<file path="src/rtl/dma_chan_pkg.sv">
package dma_chan_pkg;
  typedef struct packed {
    logic [4:0] rsvd;
    logic [1:0] burst;
    logic       berr;
    logic [3:0] ep;
    logic       ie;
    logic       mode;
    logic       tx;
    logic       en;
  } dma_ctl_t;

  localparam logic [1:0] OFS_CTL = 2'd1;
  localparam logic [1:0] OFS_ADR = 2'd2;
  localparam logic [1:0] OFS_CNT = 2'd3;
  localparam int unsigned BEAT_BYTES = 4;
endpackage

</file>
<file path="src/rtl/dma_rr_arb.sv">
module dma_rr_arb #(
  parameter int unsigned N = 8,
  localparam int unsigned IW = $clog2(N)
) (
  input  logic          clk,
  input  logic          rst_n,
  input  logic [N-1:0]  req,
  input  logic          adv,
  output logic [IW-1:0] sel,
  output logic          any
);
  logic [IW-1:0] last_q, last_d;

  always_comb begin
    sel = '0;
    any = 1'b0;
    for (int i = N; i >= 1; i--) begin
      logic [IW:0] idx;
      idx = {1'b0, last_q} + (IW+1)'(i);
      if (idx >= (IW+1)'(N)) idx = idx - (IW+1)'(N);
      if (req[idx[IW-1:0]]) begin
        sel = idx[IW-1:0];
        any = 1'b1;
      end
    end
  end

  always_comb begin
    last_d = last_q;
    if (adv && any) last_d = sel;
  end

  always_ff @(posedge clk or negedge rst_n) begin
    if (!rst_n) last_q <= IW'(N-1);
    else        last_q <= last_d;
  end

  assert_sel_requests_R10: assert property (@(posedge clk) disable iff (!rst_n)
    any |-> req[sel]);
  assert_ptr_moves_R10: assert property (@(posedge clk) disable iff (!rst_n)
    (adv && any) |=> (last_q == $past(sel)));
endmodule

</file>
<file path="src/rtl/dma_chan_unit.sv">
module dma_chan_unit
  import dma_chan_pkg::*;
#(
  parameter int unsigned AW = 32,
  parameter int unsigned CW = 32
) (
  input  logic          clk,
  input  logic          rst_n,
  input  logic          wr_ctl,
  input  logic          wr_adr,
  input  logic          wr_cnt,
  input  logic [31:0]   wdata,
  input  logic          beat,
  input  logic          beat_err,
  output dma_ctl_t      ctl_o,
  output logic [AW-1:0] adr_o,
  output logic [CW-1:0] cnt_o,
  output logic          req_o,
  output logic          done_o
);
  dma_ctl_t      ctl_q, ctl_d;
  logic [AW-1:0] adr_q, adr_d;
  logic [CW-1:0] cnt_q, cnt_d, step;
  logic          cnt_zero;

  assign cnt_zero = (cnt_q == '0);
  assign step     = (cnt_q >= CW'(BEAT_BYTES)) ? CW'(BEAT_BYTES) : cnt_q;
  assign req_o    = ctl_q.en && !cnt_zero;
  assign done_o   = ctl_q.en && !wr_ctl && (cnt_zero || (beat && beat_err));

  always_comb begin
    ctl_d = ctl_q;
    adr_d = adr_q;
    cnt_d = cnt_q;
    if (beat && req_o) begin
      if (beat_err) begin
        ctl_d.berr = 1'b1;
        ctl_d.en   = 1'b0;
      end else begin
        adr_d = adr_q + AW'(BEAT_BYTES);
        cnt_d = cnt_q - step;
      end
    end else if (ctl_q.en && cnt_zero) begin
      ctl_d.en = 1'b0;
    end
    if (wr_ctl) begin
      ctl_d       = dma_ctl_t'(wdata[15:0]);
      ctl_d.rsvd  = '0;
      ctl_d.berr  = 1'b0;
    end
    if (wr_adr) adr_d = {wdata[AW-1:2], 2'b00};
    if (wr_cnt) cnt_d = wdata[CW-1:0];
  end

  always_ff @(posedge clk or negedge rst_n) begin
    if (!rst_n) begin
      ctl_q <= '0;
      adr_q <= '0;
      cnt_q <= '0;
    end else begin
      ctl_q <= ctl_d;
      adr_q <= adr_d;
      cnt_q <= cnt_d;
    end
  end

  assign ctl_o = ctl_q;
  assign adr_o = adr_q;
  assign cnt_o = cnt_q;

  assert_adr_aligned_R3: assert property (@(posedge clk) disable iff (!rst_n)
    adr_q[1:0] == 2'b00);
  assert_cnt_falls_R5: assert property (@(posedge clk) disable iff (!rst_n)
    !wr_cnt |=> (cnt_q <= $past(cnt_q)));
  assert_self_disable_R6: assert property (@(posedge clk) disable iff (!rst_n)
    (done_o && !wr_ctl) |=> !ctl_q.en);
  assert_err_hold_R7: assert property (@(posedge clk) disable iff (!rst_n)
    (beat && req_o && beat_err && !wr_cnt && !wr_adr) |=> ($stable(cnt_q) && $stable(adr_q)));
endmodule

</file>
<file path="src/rtl/dma_chan_bank.sv">
module dma_chan_bank
  import dma_chan_pkg::*;
#(
  parameter int unsigned NCH = 8,
  parameter int unsigned AW  = 32,
  parameter int unsigned CW  = 32,
  localparam int unsigned IW = $clog2(NCH)
) (
  input  logic        clk,
  input  logic        rst_n,
  input  logic        reg_wr,
  input  logic        reg_rd,
  input  logic [7:0]  reg_addr,
  input  logic [31:0] reg_wdata,
  output logic [31:0] reg_rdata,
  output logic        mem_req,
  output logic [2:0]  mem_ch,
  output logic [31:0] mem_addr,
  output logic        mem_tx,
  output logic [3:0]  mem_ep,
  output logic [1:0]  mem_burst,
  input  logic        mem_gnt,
  input  logic        mem_err,
  output logic        irq
);
  dma_ctl_t        ctl_w [NCH];
  logic [AW-1:0]   adr_w [NCH];
  logic [CW-1:0]   cnt_w [NCH];
  logic [NCH-1:0]  req_w, done_w, ie_w;
  logic [NCH-1:0]  stat_q, stat_d;
  logic [IW-1:0]   sel, wch;
  logic            any, stat_hit, stat_rd;
  logic [1:0]      ofs;

  assign stat_hit = (reg_addr == 8'h80);
  assign stat_rd  = reg_rd && stat_hit;
  assign wch      = reg_addr[4 +: IW];
  assign ofs      = reg_addr[3:2];

  dma_rr_arb #(.N(NCH)) arb_i (
    .clk(clk), .rst_n(rst_n), .req(req_w), .adv(mem_gnt), .sel(sel), .any(any)
  );

  for (genvar c = 0; c < NCH; c++) begin : g_ch
    logic wsel;
    assign wsel = reg_wr && !reg_addr[7] && (wch == IW'(c));
    dma_chan_unit #(.AW(AW), .CW(CW)) ch_i (
      .clk(clk), .rst_n(rst_n),
      .wr_ctl(wsel && ofs == OFS_CTL),
      .wr_adr(wsel && ofs == OFS_ADR),
      .wr_cnt(wsel && ofs == OFS_CNT),
      .wdata(reg_wdata),
      .beat(mem_gnt && any && (sel == IW'(c))),
      .beat_err(mem_err),
      .ctl_o(ctl_w[c]), .adr_o(adr_w[c]), .cnt_o(cnt_w[c]),
      .req_o(req_w[c]), .done_o(done_w[c])
    );
    assign ie_w[c] = ctl_w[c].ie;
  end

  always_comb begin
    stat_d = stat_rd ? '0 : stat_q;
    stat_d = stat_d | done_w;
  end

  always_ff @(posedge clk or negedge rst_n) begin
    if (!rst_n) stat_q <= '0;
    else        stat_q <= stat_d;
  end

  always_comb begin
    reg_rdata = '0;
    if (stat_hit) reg_rdata = 32'(stat_q);
    else if (!reg_addr[7]) begin
      case (ofs)
        OFS_CTL: reg_rdata = 32'(ctl_w[wch]);
        OFS_ADR: reg_rdata = 32'(adr_w[wch]);
        OFS_CNT: reg_rdata = 32'(cnt_w[wch]);
        default: reg_rdata = '0;
      endcase
    end
  end

  assign mem_req   = any;
  assign mem_ch    = 3'(sel);
  assign mem_addr  = 32'(adr_w[sel]);
  assign mem_tx    = ctl_w[sel].tx;
  assign mem_ep    = ctl_w[sel].ep;
  assign mem_burst = ctl_w[sel].burst;
  assign irq       = |(stat_q & ie_w);

  assert_irq_source_R9: assert property (@(posedge clk) disable iff (!rst_n)
    irq |-> (stat_q != '0));
  assert_read_clears_R8: assert property (@(posedge clk) disable iff (!rst_n)
    (stat_rd && done_w == '0) |=> (stat_q == '0));
  assert_done_sets_R6: assert property (@(posedge clk) disable iff (!rst_n)
    (done_w != '0) |=> ((stat_q & $past(done_w)) == $past(done_w)));
endmodule

</file>
<file path="config.mk">
export PLATFORM = sky130hd
export DESIGN_NAME = dma_chan_bank
export DESIGN_NICKNAME = d
export VERILOG_FILES = /design/src/rtl/dma_chan_pkg.sv /design/src/rtl/dma_rr_arb.sv /design/src/rtl/dma_chan_unit.sv /design/src/rtl/dma_chan_bank.sv
export SDC_FILE = /design/constraint.sdc
export NUM_CORES = 2
export LEC_CHECK = 0
export CAP_MARGIN = 20
export CORE_UTILIZATION = 45
export DETAILED_ROUTE_END_ITERATION = 6
export GPL_TIMING_DRIVEN = 0
export SLEW_MARGIN = 20
export SYNTH_ARGS = -nofsm -noshare
export SYNTH_HDL_FRONTEND = slang
export SYNTH_SLANG_ARGS = --single-unit
</file>
<file path="constraint.sdc">
create_clock -name clk -period 7.7 [get_ports clk]
set_input_delay 0.77 -clock clk [delete_from_list [all_inputs] [get_ports clk]]
set_output_delay 0.77 -clock clk [all_outputs]
set_load 0.1 [all_outputs]
</file>
# Yosys cells after proc, flatten, opt, wreduce, memory -nomap -nowiden
# Index checks and enable logic that the tools add are counted.
dict set report op_classes {
  n_addsub 32
  n_mul 0
  div_mod_pow 0
  magnitude_cmp 26
  eq_ne 42
  shift 0
  mux 149
  n_bitwise 4
  reduce_logical 199
}
# cell count
set ops {}
lappend ops {{$mux 32} 64}
lappend ops {{$bmux 32 s3} 3}
lappend ops {{$add 32x3->32 const B} 8}
lappend ops {{$ge 32x3->1 const B} 8}
lappend ops {{$logic_not 32->1} 8}
lappend ops {{$sub 32x32->32} 8}
lappend ops {{$bmux 16 s3} 2}
lappend ops {{$pmux 32 s3} 1}
lappend ops {{$logic_and 1x1->1} 91}
lappend ops {{$mux 9} 8}
lappend ops {{$reduce_and 2->1} 32}
lappend ops {{$reduce_bool 2->1} 32}
lappend ops {{$mux 3} 16}
lappend ops {{$mux 1} 42}
lappend ops {{$ge 4x4->1 const B} 10}
lappend ops {{$lt 3x4->1 const B} 8}
lappend ops {{$mux 16} 2}
lappend ops {{$ne 2x1->1 const B} 16}
lappend ops {{$bmux 1 s3} 8}
lappend ops {{$eq 3x3->1 const B} 8}
lappend ops {{$ne 3x2->1 const B} 8}
lappend ops {{$reduce_bool 3->1} 8}
lappend ops {{$sub 3x1->3 const B} 8}
lappend ops {{$mux 11} 2}
lappend ops {{other kinds (17)} 51}
dict set report totals {
  reg_bits 611
  latch_bits 0
  ramBits 0
  mem_bits_ro 0
  out_inout_bits 76
  wordCells 526
  mem_count 0
}

# Longest topological paths before layout
dict set report depth {
  depth_word 19
  ltp_mapped 21
  depth_no_buf 15
}

# Cells and area by module
# A second synthesis with hierarchy kept.
dict set report unflattened {
  cells_unflattened 4829
  hier_area_um2 44565.2
}
# module n_inst cells_per_inst area_each_um2
set modules_own_cells {}
lappend modules_own_cells {{dma_chan_unit (g_ch[0].ch_i ...)} 6 506 4458.0}
lappend modules_own_cells {{dma_chan_unit (g_ch[6].ch_i ...)} 2 478 4307.9}
lappend modules_own_cells {dma_chan_bank 1 738 8251.7}
lappend modules_own_cells {dma_rr_arb 1 99 949.7}

# Least setup slack after synthesis
# OpenSTA, ideal clock, no wires.
dict set report synth_timing {
  path_type {reg2out}
  startpoint {reg g_ch[4].ch_i.cnt_q[12]}
  endpoint {out mem_burst[0]}
  arrival_time_ns 6.438
  path_slack_ns 0.492
  stages_incl_launch_ff 17
  path_cell_list {dfrtp_1 or4_4 or4_1 buf_2 o41ai_4 inv_2 a221oi_1 nand2_1 a21oi_1 o31a_1 nor2_2 inv_1 clkbuf_1 clkbuf_1 clkbuf_1 o21ai_0 o21ai_0}
}
dict set report synth_via {
  elab_chain_len 17
  word_cells_on_any_way 31
  classes_between {mux: 27; bitwise: 1; reduce/logical: 3}
}
# element line_no
set synth_lines {}
lappend synth_lines {{start, declared} dma_chan_unit.sv:23} ;# logic [CW-1:0] cnt_q, cnt_d, step;
lappend synth_lines {{start signal, assigned} dma_chan_unit.sv:63} ;# cnt_q <= cnt_d;
lappend synth_lines {{$logic_not 32->1 (*)} dma_chan_unit.sv:26} ;# assign cnt_zero = (cnt_q == '0);
lappend synth_lines {{$logic_not 1->1 (*)} dma_chan_unit.sv:28} ;# assign req_o = ctl_q.en && !cnt_zero;
lappend synth_lines {{$logic_and 1x1->1 (*)} dma_chan_unit.sv:28}
lappend synth_lines {{$bmux 1 s3} dma_rr_arb.sv:21} ;# if (req[idx[IW-1:0]]) begin
lappend synth_lines {{$mux 1 (implied by the code)} dma_rr_arb.sv:21}
lappend synth_lines {{$mux 3 (7 in a row)} dma_rr_arb.sv:21}
lappend synth_lines {{$mux 3 (*)} dma_rr_arb.sv:21}
lappend synth_lines {{$not 3->4 (implied by the code) (*)} dma_chan_bank.sv:89} ;# assign mem_burst = ctl_w[sel].burst;
lappend synth_lines {{$bmux 16 s3 (*)} dma_chan_bank.sv:89}
lappend synth_lines {{$mux 11 (implied by the code) (*) (2 in a row)} dma_chan_bank.sv:89}
lappend synth_lines {{end, declared} dma_chan_bank.sv:21} ;# output logic [1:0] mem_burst,
# Mark *: on every way between the ends. The rest lies on a longest branch, timed or not. The select of a mux whose other input is x is not followed.

# Worst setup path after layout
dict set report layout_timing {
  startpoint {reg g_ch[6].ch_i.cnt_q[22]}
  endpoint {out mem_addr[30]}
}
dict set report layout_via {
  elab_chain_len 17
  word_cells_on_any_way 31
  classes_between {mux: 27; bitwise: 1; reduce/logical: 3}
}
# element line_no
set layout_lines {}
lappend layout_lines {{start, declared} dma_chan_unit.sv:23}
lappend layout_lines {{start signal, assigned} dma_chan_unit.sv:63}
lappend layout_lines {{$logic_not 32->1 (*)} dma_chan_unit.sv:26}
lappend layout_lines {{$logic_not 1->1 (*)} dma_chan_unit.sv:28}
lappend layout_lines {{$logic_and 1x1->1 (*)} dma_chan_unit.sv:28}
lappend layout_lines {{$bmux 1 s3} dma_rr_arb.sv:21}
lappend layout_lines {{$mux 1 (implied by the code)} dma_rr_arb.sv:21}
lappend layout_lines {{$mux 3 (7 in a row)} dma_rr_arb.sv:21}
lappend layout_lines {{$mux 3 (*)} dma_rr_arb.sv:21}
lappend layout_lines {{$not 3->4 (implied by the code) (*)} dma_chan_bank.sv:86} ;# assign mem_addr = 32'(adr_w[sel]);
lappend layout_lines {{$bmux 32 s3 (*)} dma_chan_bank.sv:86}
lappend layout_lines {{$mux 32 (implied by the code) (*) (2 in a row)} dma_chan_bank.sv:86}
lappend layout_lines {{end, declared} dma_chan_bank.sv:18} ;# output logic [31:0] mem_addr,
# Marks and branches as above.

==> tab_implementation.tex <==
\begin{tabular}{lr}
\hline
Metric & Value \\
\hline
\multicolumn{2}{l}{\textbf{Timing}} \\
Worst hold slack & 90.6 ps \\
Fmax & 128 MHz \\
Setup violations, final & 27 \\
Fin Clk Skew & approximately 29 ps \\
Fin worst setup slack & -91.3 ps \\
Pins Over Slew Limit & 0 \\
Post-route minimum period & approximately 7800 ps \\
Worst slew pin tran & roughly 1400 ps \\
Rel. slew slack & 5.58\% \\
Setup repair after global routing missed its margin & no \\
Final period util & 101\% \\
Total count of hold-check failures in the final report & 0 \\
Post-route setup TNS & -1000 ps \\
\multicolumn{2}{l}{\textbf{Synth}} \\
Share of the synthesized area in the top cell type & between 30\% and 40\% \\
Sequential share of the synthesized area & 36.0\% \\
Top post-synthesis cells by area & dfrtp\_1 (36\%), mux4\_2 (9.1\%), nand2\_1 (6.4\%), xnor2\_1 (5.1\%), o21ai\_0 (4.7\%) \\
Library cells used by synthesis & 94 \\
Number of enable flip-flop cells after synthesis & 0 \\
Ys flop type & dfrtp\_1 \\
Post-synthesis area per instance & 8.47 um2 \\
Cell type contributing the most total cell area after synthesis & dfrtp\_1 \\
Number of synthesized register bits & 595 \\
Post-synthesis async set-or-reset flop share & between 90\% and 100\% \\
Number of synthesis warnings & 0 \\
Gate count of the mapped netlist & 4880 \\
Total standard cell area after synthesis & about 41000 um2 \\
\multicolumn{2}{l}{\textbf{Setup path}} \\
Largest stage delay, worst path & 530 ps \\
CP startpoint & g\_ch[6].ch\_i.cnt\_o[22] \\
Worst reg2reg setup slack & -20 ps \\
Element type at the critical path start & flip-flop \\
Length in cells of the worst reg-to-reg path & 18 \\
Sum of buffers and inverters on the critical path & 8 \\
Crit path required time & 6930 ps \\
Biggest fanout along the worst timing path & 10 \\
Top Family by Delay on Critical Path & buffers and inverters \\
Chain of cells forming the critical path & or3\_1 > or4\_1 > clkbuf\_1 > and4bb\_1 > a21oi\_1 > clkbuf\_1 > a221oi\_2 > nand2\_1 > a21oi\_2 > o31a\_1 > nor2\_4 > clkinvlp\_4 > clkbuf\_2 > buf\_4 > buf\_16 > clkbuf\_2 > nand3\_1 > o211ai\_1 > o21ai\_0 > buf\_4 \\
R2R Path End & g\_ch[0].ch\_i.cnt\_o[7] \\
Source of the worst register-to-register timing path & g\_ch[6].ch\_i.cnt\_o[22] \\
Arrival time at the worst endpoint & 7020 ps \\
Critical path type & flip-flop to primary output \\
Element type at the critical path end & primary output \\
Library cell contributing the largest single delay on the critical path & and4bb\_1 \\
\multicolumn{2}{l}{\textbf{Clock tree}} \\
Num CTS Buffers & 76 \\
CTS tree & yes \\
Root cell of the clock tree & clkbuf\_16 \\
Clock slew at reported path FFs & 70 ps \\
Clock latency of the later-clocked register in the worst-skew pair & 690 ps \\
Clock sink count & 595 \\
Number of levels in the clock H-tree & 3 \\
Bufs on Longest Clock Path & 3 \\
CTS Hold Bufs & 0 \\
\multicolumn{2}{l}{\textbf{Floorplanning}} \\
Floorplan die area & 93000 um2 \\
Standard-cell rows & 110 \\
Die W & between 300 and 400 um \\
Top-level I/O count & 122 \\
Height of the die & 305 um \\
Core Footprint & 90400 um2 \\
Starting density of the core & 45.7\% \\
\multicolumn{2}{l}{\textbf{Drt}} \\
Residual antenna-violating net count after detailed routing & 0 \\
Via density per instance & $\sim$7 \\
Mean routed wirelength per cell & about 40 um \\
Remaining DRCs & 0 \\
Iteration-0 DRC Markers & 8308 \\
Total length of routed wires & between 200 and 300 mm \\
Detailed Routing Iterations Pass 1 & 7 \\
Total number of vias & 45600 \\
\multicolumn{2}{l}{\textbf{Status}} \\
Result of the run & finished, violations left \\
Violations in the final reports & setup timing \\
\multicolumn{2}{l}{\textbf{Layout}} \\
Share of final-layout standard cells stronger than drive strength 1 & between 10 and 15\% \\
Number of nets in the final layout & 5161 \\
Area growth syn-to-layout & 14.1\% \\
Cell area after layout & 47100 um2 \\
Utilization of the core after routing & between 50\% and 60\% \\
\multicolumn{2}{l}{\textbf{Place}} \\
Number of port buffers & 96 \\
Final weighted congestion in routability-driven placement & 1.10 \\
HPWL after detailed placement & 192 mm \\
Instance area at placement & 44300 um2 \\
\multicolumn{2}{l}{\textbf{GRT}} \\
Number of global-route vias before repair & 41200 \\
First-pass GRT wire length & 342 mm \\
Pin count of the biggest net entering global routing & 88 \\
Antenna violations before repair & 31 \\
Global route overflow & 0 \\
Gr usage total & 53.4\% \\
\multicolumn{2}{l}{\textbf{Worst hold path}} \\
Hold/Removal Path Class & input port to async pin \\
\multicolumn{2}{l}{\textbf{Flow run}} \\
Max-cap viol count & 0 \\
\hline
\end{tabular}
==> per-layer routing <==
metal	up-vias	share of wire [%]	global-route usage, %
met3	1022	15	22.6
met2	4012	38	70.3
met5	-	0.053	0
met4	22	9.9	42.5
met1	22400	36	67.8
li1	18100	-	-
==> per-stage QoR <==
step	worst slack (ps)	instances
floorplan	492	4888
global placement	-23060	6160
detailed placement	-2620	6180
CTS	4.97	6326
global route	1.90	6329
finish	-91.3	6348
==> cells in the mapped netlist (19+ instances only) <==
cell,instances
nor3_1,189
and2_1,22
nor2b_1,19
o31ai_1,28
nand2_1,710
nand4_1,75
or3_1,85
clkbuf_1,299
mux2i_1,35
mux2_2,94
nor4_1,153
o21ai_0,384
inv_1,48
nand3_1,339
a31oi_1,78
or4_1,45
xnor2_1,241
xor2_1,133
buf_2,23
dfrtp_1,592
mux4_2,167
buf_1,63
and3_1,75
o211ai_1,27
a21oi_1,210
or2_2,21
nor2_1,475
==> cell families (layout without fill, tap and decap cells) <==
logic type,after synthesis,count (layout),share of synthesized area [%]
XOR/XNOR,374,374,7.93
buffers and inverters,440,705,4.10
AND/OR/NAND/NOR,2289,2289,26.4
AO/OA/AOI/OAI,866,866,12.4
multiplexers,296,296,12.5
adder cells (fa/ha/maj),18,18,0.545
flip-flops,595,595,36.0
other,2,29,0.0182
==> cells in the final DEF (no fill, tap or decap), types with 21 or more instances in the layout <==
| master | netlist | layout |
|---|---|---|
| or4_1 | 45 | 45 |
| a31oi_1 | 78 | 77 |
| xnor2_1 | 241 | 241 |
| buf_1 | 63 | 36 |
| o211ai_1 | 27 | 27 |
| xor2_1 | 133 | 133 |
| a21oi_1 | 210 | 208 |
| or2_2 | 21 | 21 |
| or3_1 | 85 | 85 |
| mux2_2 | 94 | 94 |
| and3_1 | 75 | 75 |
| clkdlybuf4s50_1 | 0 | 55 |
| buf_2 | 23 | 44 |
| clkbuf_1 | 299 | 241 |
| mux2i_1 | 35 | 35 |
| nor2_1 | 475 | 472 |
| buf_4 | 3 | 53 |
| nor3_1 | 189 | 187 |
| dfrtp_1 | 592 | 592 |
| o31ai_1 | 28 | 26 |
| and2_1 | 22 | 22 |
| nor4_1 | 153 | 147 |
| mux4_2 | 167 | 167 |
| nand3_1 | 339 | 338 |
| nand4_1 | 75 | 75 |
| inv_1 | 48 | 47 |
| clkbuf_16 | 0 | 77 |
| o21ai_0 | 384 | 377 |
| nand2_1 | 710 | 709 |
| clkbuf_2 | 1 | 71 |
==> layout make-up <==
| class | instances | area, um2 |
|---|---|---|
| Clock buffer | 112 | 2170 |
| Timing Repair Buffer | 135 | 1470 |
| Inverter | 51 | 200 |
| Sequential cell | 595 | 14900 |
| Antenna cell | 19 | 47.5 |
| Tap cell | 1176 | 1470 |
| Fill cell | 8696 | 43300 |
| Clock inverter | 22 | 231 |
| Buffer | 385 | 1680 |
| Multi-Input combinational cell | 3853 | 25000 |
==> registers in the layout, indices dropped and copies added (netlist names) <==
register and count:
arb_i.last_q 3, stat_q 8, g_ch.ch_i.ctl_o 88, g_ch.ch_i.cnt_o 256, g_ch.ch_i.adr_o 240
==> how the worst max path moves through the flow <==
stage	to	slack (ps)	depth (start not counted)
after floorplan	mem_burst[0]	490	16
after global placement	g_ch[4].ch_i.adr_o[27]	-23060	1
after detailed placement	mem_addr[29]	-2620	18
after CTS	mem_addr[23]	5	19
after global routing	mem_addr[30]	2	20
final	mem_addr[30]	-90	20
==> repair_timing <==
item | 4_1_cts | 5_1_grt
pin swaps | 9 | 2
endpoints found under the hold margin | 0 | 0
resized for setup | 326 | 49
setup endpoints to repair | 198 | 39
setup buffers | 15 | 2
Power is left out: the tool's default activity adds up to more than one toggle a clock period on the data nets, which glitch-free logic cannot reach.
